**src/rtl/pgsPkg.sv**
```systemverilog
package pgsPkg;
  localparam int SEL_W = 2;
  localparam int NUM_BASES = 1 << SEL_W;

  typedef enum logic {
    MODE_PERIOD = 1'b0,
    MODE_MARK   = 1'b1
  } pgsMode_e;

  // strobes from control to datapath
  typedef struct packed {
    logic             windowOpen;
    pgsMode_e         mode;
    logic [SEL_W-1:0] tbSel;
  } pgsCtrl_t;
endpackage

```
**src/rtl/pgsDatapath.sv**
```systemverilog
module pgsDatapath
  import pgsPkg::*;
#(
  parameter int TICK_DIV    = 100,
  parameter int SYNC_STAGES = 2
) (
  input  logic     clk,
  input  logic     rstN,
  input  logic     sigI,
  input  pgsCtrl_t ctrl,
  output logic     inRise,
  output logic     sigLvl,
  output logic     gatedTickO
);
  localparam int PRE_W   = (TICK_DIV > 1) ? $clog2(TICK_DIV) : 1;
  localparam int NUM_DEC = NUM_BASES - 1;
  localparam logic [PRE_W-1:0] PRE_LAST = PRE_W'(TICK_DIV - 1);

  // input synchronizer chain
  logic [SYNC_STAGES-1:0] syncChain;
  always_ff @(posedge clk or negedge rstN) begin
    if (!rstN) syncChain <= '0;
    else       syncChain <= {syncChain[SYNC_STAGES-2:0], sigI};
  end

  logic syncSig;
  assign syncSig = syncChain[SYNC_STAGES-1];

  // level delayed by one so it lines up with the sequencer state
  always_ff @(posedge clk or negedge rstN) begin
    if (!rstN) sigLvl <= 1'b0;
    else       sigLvl <= syncSig;
  end

  assign inRise = syncSig & ~sigLvl;

  // master tick prescaler
  logic [PRE_W-1:0] preCnt;
  logic [NUM_BASES-1:0] tickVec;

  always_ff @(posedge clk or negedge rstN) begin
    if (!rstN)                 preCnt <= '0;
    else if (preCnt == PRE_LAST) preCnt <= '0;
    else                       preCnt <= preCnt + 1'b1;
  end

  assign tickVec[0] = (preCnt == PRE_LAST);

  // cascaded decade stages
  for (genvar g = 0; g < NUM_DEC; g++) begin : gDecade
    logic [3:0] decCnt;
    always_ff @(posedge clk or negedge rstN) begin
      if (!rstN)              decCnt <= '0;
      else if (tickVec[g]) begin
        if (decCnt == 4'd9)   decCnt <= '0;
        else                  decCnt <= decCnt + 4'd1;
      end
    end
    assign tickVec[g+1] = tickVec[g] & (decCnt == 4'd9);
  end

  // gate: window AND selected tick AND (level or forced high)
  logic selTick;
  logic thirdTerm;
  assign selTick   = tickVec[ctrl.tbSel];
  assign thirdTerm = (ctrl.mode == MODE_MARK) ? sigLvl : 1'b1;
  assign gatedTickO = ctrl.windowOpen & selTick & thirdTerm;
endmodule

```
**src/rtl/pgsControl.sv**
```systemverilog
module pgsControl
  import pgsPkg::*;
#(
  parameter int NUM_STATES = 10,
  parameter int WIN_STATE  = 1
) (
  input  logic                  clk,
  input  logic                  rstN,
  input  logic                  restartI,
  input  logic                  modeI,
  input  logic [SEL_W-1:0]      tbSelI,
  input  logic                  inRise,
  output pgsCtrl_t              ctrl,
  output logic [NUM_STATES-1:0] stateO,
  output logic                  busyO
);
  localparam int LAST = NUM_STATES - 1;
  localparam logic [NUM_STATES-1:0] PARKED = NUM_STATES'(1) << LAST;
  localparam logic [NUM_STATES-1:0] FIRST  = NUM_STATES'(1);

  logic [NUM_STATES-1:0] stateQ;
  logic                  parked;
  pgsMode_e              modeQ;
  logic [SEL_W-1:0]      selQ;

  assign parked = stateQ[LAST];

  always_ff @(posedge clk or negedge rstN) begin
    if (!rstN)                    stateQ <= PARKED;
    else if (restartI)            stateQ <= FIRST;
    else if (inRise && !parked)   stateQ <= stateQ << 1;
  end

  // busy tracked separately: cleared on the edge that enters the park state
  always_ff @(posedge clk or negedge rstN) begin
    if (!rstN)                              busyO <= 1'b0;
    else if (restartI)                      busyO <= 1'b1;
    else if (inRise && stateQ[LAST-1])      busyO <= 1'b0;
  end

  always_ff @(posedge clk or negedge rstN) begin
    if (!rstN) begin
      modeQ <= MODE_PERIOD;
      selQ  <= '0;
    end else if (restartI) begin
      modeQ <= pgsMode_e'(modeI);
      selQ  <= tbSelI;
    end
  end

  always_comb begin
    ctrl.windowOpen = stateQ[WIN_STATE];
    ctrl.mode       = modeQ;
    ctrl.tbSel      = selQ;
  end

  assign stateO = stateQ;
endmodule

```
**src/rtl/periodGateSeq.sv**
```systemverilog
module periodGateSeq
  import pgsPkg::*;
#(
  parameter int TICK_DIV   = 100,
  parameter int NUM_STATES = 10,
  parameter int WIN_STATE  = 1
) (
  input  logic       clk,
  input  logic       rstN,
  input  logic       restartI,
  input  logic       modeI,
  input  logic [1:0] tbSelI,
  input  logic       sigI,
  output logic       gatedTickO,
  output logic       busyO
);
  pgsCtrl_t              ctrl;
  logic [NUM_STATES-1:0] stateVec;
  logic                  inRise;
  logic                  sigLvl;

  pgsControl #(.NUM_STATES(NUM_STATES), .WIN_STATE(WIN_STATE)) uCtrl (
    .clk(clk), .rstN(rstN), .restartI(restartI), .modeI(modeI),
    .tbSelI(tbSelI), .inRise(inRise), .ctrl(ctrl), .stateO(stateVec),
    .busyO(busyO)
  );

  pgsDatapath #(.TICK_DIV(TICK_DIV), .SYNC_STAGES(2)) uDp (
    .clk(clk), .rstN(rstN), .sigI(sigI), .ctrl(ctrl), .inRise(inRise),
    .sigLvl(sigLvl), .gatedTickO(gatedTickO)
  );
endmodule

```
**config.mk**
```make
export PLATFORM = sky130hd
export DESIGN_NAME = periodGateSeq
export DESIGN_NICKNAME = d
export VERILOG_FILES = /design/src/rtl/pgsPkg.sv /design/src/rtl/pgsDatapath.sv /design/src/rtl/pgsControl.sv /design/src/rtl/periodGateSeq.sv
export SDC_FILE = /design/constraint.sdc
export NUM_CORES = 1
export LEC_CHECK = 0
export BUFFER_PORTS_ARGS = -buffer_cell sky130_fd_sc_hd__clkbuf_2
export CAP_MARGIN = 20
export CORE_ASPECT_RATIO = 0.7
export CORE_MARGIN = 4
export CORE_UTILIZATION = 50
export DETAILED_ROUTE_END_ITERATION = 12
export GPL_TIMING_DRIVEN = 0
export PLACE_DENSITY = 0.69
export SETUP_SLACK_MARGIN = 0.15
export SLEW_MARGIN = 20
export SYNTH_ARGS = -nofsm -noshare
export SYNTH_HDL_FRONTEND = slang
export SYNTH_SLANG_ARGS = --single-unit
```
**constraint.sdc**
```tcl
create_clock -name clk -period 4.48 [get_ports clk]
set_input_delay 0.448 -clock clk [delete_from_list [all_inputs] [get_ports clk]]
set_output_delay 0.448 -clock clk [all_outputs]
set_load 0.05 [all_outputs]
```
# --- Word-level counts from Yosys, hierarchy flattened ---
# Cells that the tools add are included.
op_classes:
  addsub: 4
  multipliers: 0
  n_div: 0
  n_lt_le_gt_ge: 1
  eq_ne: 4
  shifts: 0
  n_mux: 11
  bitwise: 7
  n_reduce_logical: 5
ops:
  columns: ["op", "count"]
  rows:
  - ["$mux 10", 2]
  - ["$add 4x1->4 const B", 3]
  - ["$eq 4x4->1 const B", 3]
  - ["$mux 4", 3]
  - ["$add 7x1->7 const B", 1]
  - ["$eq 7x7->1 const B", 1]
  - ["$mux 7", 1]
  - ["$and 1x1->1", 6]
  - ["$mux 1", 4]
  - ["$reduce_bool 2->1", 2]
  - ["$lt 2x3->1 const B", 1]
  - ["$bmux 1 s2", 1]
  - ["$logic_and 1x1->1", 2]
  - ["$logic_not 1->1", 1]
  - ["$not 1->1", 1]
word_totals:
  regBits: 36
  latchBits: 0
  ramBits: 0
  mem_bits_ro: 0
  out_inout_bits: 2
  wordCells: 42
  memories: 0

# --- Longest topological paths before layout ---
logic_depth:
  word_depth: 8
  ltp_mapped: 6
  mapped_depth_nobuf: 5

# --- By module ---
# From an unflattened synthesis, not the netlist that was laid out.
hier_totals:
  cells_unflattened: 141
  area_unflattened_um2: 1664.1
modules_own_cells:
  columns: ["module", "instances", "cells_per_inst", "area_each_um2"]
  rows:
  - ["pgsDatapath", 1, 96, 1046.0]
  - ["pgsControl", 1, 45, 618.1]

# --- Least setup slack after synthesis ---
# OpenSTA, ideal clock, no wires.
synth_timing:
  path_type: "register -> output"
  from: "register uDp.preCnt[3]"
  to: "output port gatedTickO"
  arrival_time_ps: 2225
  setup_slack_ps: 1807
  stages_incl_launch_ff: 6
  n_path_buf: 1
  path_cell_list: "dfrtp_1 or4b_4 nor4_4 buf_2 a41oi_1 nor2_1"
synth_via:
  elab_chain_cells: 8
synth_lines:
  columns: ["item", "line", "text"]
  rows:
  - ["start, declared", "pgsDatapath.sv:38", "logic [PRE_W-1:0] preCnt;"]
  - ["start signal, assigned", "pgsDatapath.sv:44", "else preCnt <= preCnt + 1'b1;"]
  - ["$eq 7x7->1 (*)", "pgsDatapath.sv:47", "assign tickVec[0] = (preCnt == PRE_LAST);"]
  - ["$and 1x1->1 (3 in a row)", "pgsDatapath.sv:59", "assign tickVec[g+1] = tickVec[g] & (decCnt == 4'd9);"]
  - ["$bmux 1 s2 (*)", "pgsDatapath.sv:65", "assign selTick = tickVec[ctrl.tbSel];"]
  - ["$mux 1 (not written as such) (*)", "pgsDatapath.sv:65", null]
  - ["$and 1x1->1 (*) (2 in a row)", "pgsDatapath.sv:67", "assign gatedTickO = ctrl.windowOpen & selTick & thirdTerm;"]
  - ["end, declared", "periodGateSeq.sv:14", "output logic gatedTickO,"]
# Mark *: on every way between the ends. The rest lies on a longest branch, timed or not. The select of a mux whose other input is x is not followed.

# --- Worst setup path after layout ---
# Ends and elaborated chain as after synthesis.

==> results by group <==
Worst setup path
  – Reg2Reg Depth: 5
  – CP Max Fanout: 10
  – Worst path bufs/invs: 2
  – Reg2Reg Setup Slack: 2.44 ns
  – Crit-path slowest cell: or4b_4
  – Startpoint Class: register
  – WP data required: 4.03 ns
  – R2r startpoint: uDp.preCnt[3]
  – Reg-to-Reg End: uDp.gDecade[2].decCnt[2]
  – CP max stage delay: approximately 0.6 ns
  – Setup CP Type: reg -> out
  – Arrival time at the worst endpoint: 2.43 ns
  – CP Capture Type: primary output
  – Crit-path leading delay family: simple AND/OR/NAND/NOR gates
  – Worst path depth: 6
  – CP Cell Sequence: or4b_4, nor4_4, buf_2, a41oi_1, nor2_1, clkbuf_2

Floorplanning
  – Die Ht: 55.3 µm
  – Die Area: 4180 µm²
  – Starting density of the core: 54.6%
  – Die W: around 76 µm
  – Core Region: a little under 3000 µm²
  – FP Rows: 16
  – IO Pins: 9

Yosys
  – Synthesized instance count: 142
  – Syn nets: 150
  – Yosys top cell area share: 54.9%
  – Syn avg cell area: 11.2 µm²
  – Post-Syn Area: 1600 µm²
  – Most used DFF post-synth: dfrtp_1
  – Unique cell type count in the Yosys netlist: 40
  – Most frequent cell after synthesis: dfrtp_1
  – Synth top cells by count: dfrtp_1, nor2_1, inv_1
  – Post-synth EDFFs: 0
  – Ranking of synthesized cells by area: dfrtp_1, mux2i_1, nor2_1, xnor2_1, inv_1
  – FF+latch count, synth: 36
  – Sequential cell area fraction in the yosys report: between 50% and 60%
  – Yosys Warn Count: 0
  – Synth async-reset ratio: 100%
  – Largest area contributor in the netlist: dfrtp_1

CTS
  – Worst skew pair latency: 0.28 ns
  – Clock root buffer master: clkbuf_8
  – Clock transition at the registers of the reported paths: 0.07 ns
  – Number of CTS-inserted buffers: 5
  – Post-CTS Setup Inserts: 0
  – TritonCTS clock tree: built
  – CTS Buffer Depth: 2
  – CTS sink count: 36
  – Post-CTS sizing: 0
  – H-tree depth: 2
  – CTS Hold Bufs: 0

Routing
  – DRC errors left: 0
  – DR iter-0 viols: 79
  – Drt total wl: 2890 µm
  – Post-DRT Antenna Nets: 0
  – Vias/cell: between 5 and 6
  – DRT Pass-1 Iters: 4
  – Wire length per cell: 14.9 µm
  – Routed vias: 1044

STA
  – Setup TNS: 0 ns
  – Hold Vio Cnt, Final: 0
  – Min cycle time layout: between 2 and 3 ns
  – Unrepaired setup endpoints after global routing: no
  – Crit share post-route: 64.1%
  – Worst Max-Slew Pin Slew: around 0.87 ns
  – Slew headroom: 42.2%
  – Max Freq: 348 MHz
  – Final setup fails: 0
  – Final Max Slew Viols: 0
  – Final Skew: 0.00292 ns

Final layout
  – Fin util: 61.0%
  – Fillers: 241
  – P&R area growth vs syn: 11.8%
  – Inserted Diodes: 0
  – Layout cells sized above 1: approximately 17%
  – Nets@finish: 164

Global route
  – First-pass GRT wire length: 5020 µm
  – Initial antenna violation count: 0
  – Pin count of the biggest net entering global routing: 37
  – Vias in the first global route: between 1000 and 1500
  – Global route overflow: 0
  – Aggregate global-route resource usage: 16.1%

Power
  – VDD IR max: 0.000229 V
  – Pwr Total: 628 µW
  – PD cells: 352 nW/µm²
  – LEAKAGE: 0.788 nW

Outcome
  – Status: finished, final reports clean

Placement
  – # port buffers: 7
  – Placer congestion estimate: 0.718
  – Post-detail-place hpwl: 1950 µm

Worst hold path
  – HP Class: in -> async

Run
  – Max-cap violations: 0
[where the power goes]
part           leakage [nW]  internal, mW  total [mW]  switching, mW
clock network        0.0552         0.165       0.273          0.108
registers             0.462         0.331       0.334        0.00313
logic                 0.271       0.00739      0.0209         0.0136
total                 0.788         0.503       0.628          0.125
[logic make-up (layout without fill, tap and decap cells)]
group,count (synthesis),after routing,share of synthesized area [%]
compound gates,23,23,10.2
xor+xnor,10,10,5.96
fa+ha+maj,1,1,0.784
buf+inv,16,31,3.84
flops,36,36,56.5
mux,10,10,6.35
simple gates,46,46,16.4
[sequential cells by signal (all words and copies together), names as in the netlist]
name,count
uCtrl.busyO,1
uCtrl.selQ,2
uDp.syncChain,2
uDp.sigLvl,1
uCtrl.modeQ,1
uDp.preCnt,7
uCtrl.stateO,10
uDp.gDecade.decCnt,12
[worst max-delay path by stage]
stage	start	end	slack [ns]
6_report	uDp.preCnt[3]	gatedTickO	1.61
5_1_grt	uDp.preCnt[3]	gatedTickO	1.46
4_1_cts	uDp.preCnt[3]	gatedTickO	1.58
3_5_place_dp	uDp.preCnt[3]	gatedTickO	1.92
3_3_place_gp	uDp.preCnt[3]	gatedTickO	1.97
2_1_floorplan	uDp.preCnt[3]	gatedTickO	1.81
[metal layers]
layer | up-vias | global-route usage (%) | wire, µm
met2 | 21 | 23.2 | 1430
met3 | 4 | 5.43 | 130
met4 | 0 | 6.73 | 34
met1 | 505 | 22.1 | 1290
li1 | 514 | - | -
met5 | - | 0 | 0
[area by class of cell]
type	instances	area, µm²	area share [%]
sequential	36	902	50.6
multi-input combinational	90	633	35.5
clock buffer	6	72.6	4.07
tap	36	45.0	2.52
inverter	11	41.3	2.31
clock inverter	2	35.0	1.96
timing repair buffer	7	35.0	1.96
buffer	5	20.0	1.12
[metrics by stage]
stage / std cells / worst slack, ns / hold slack, ns / instance area (µm²)
2_1_floorplan: 142 / 1.81 / 0.152 / 1600
3_3_place_gp: 185 / 1.97 / 0.333 / 1680
3_5_place_dp: 185 / 1.92 / 0.341 / 1680
4_1_cts: 193 / 1.58 / 0.255 / 1780
5_1_grt: 193 / 1.46 / 0.250 / 1780
6_report: 193 / 1.61 / 0.261 / 1780
[placed cells by master (no fill, tap or decap), drive strengths merged, types with 3 or more instances in the layout]
master and n:
xor2 3, nand2 7, mux2i 9, clkbuf 16, xnor2 7, inv 11
nor2 18, o21ai 7, nand3 5, dfrtp 35, or3 3
(Power assumes the default switching activity.)
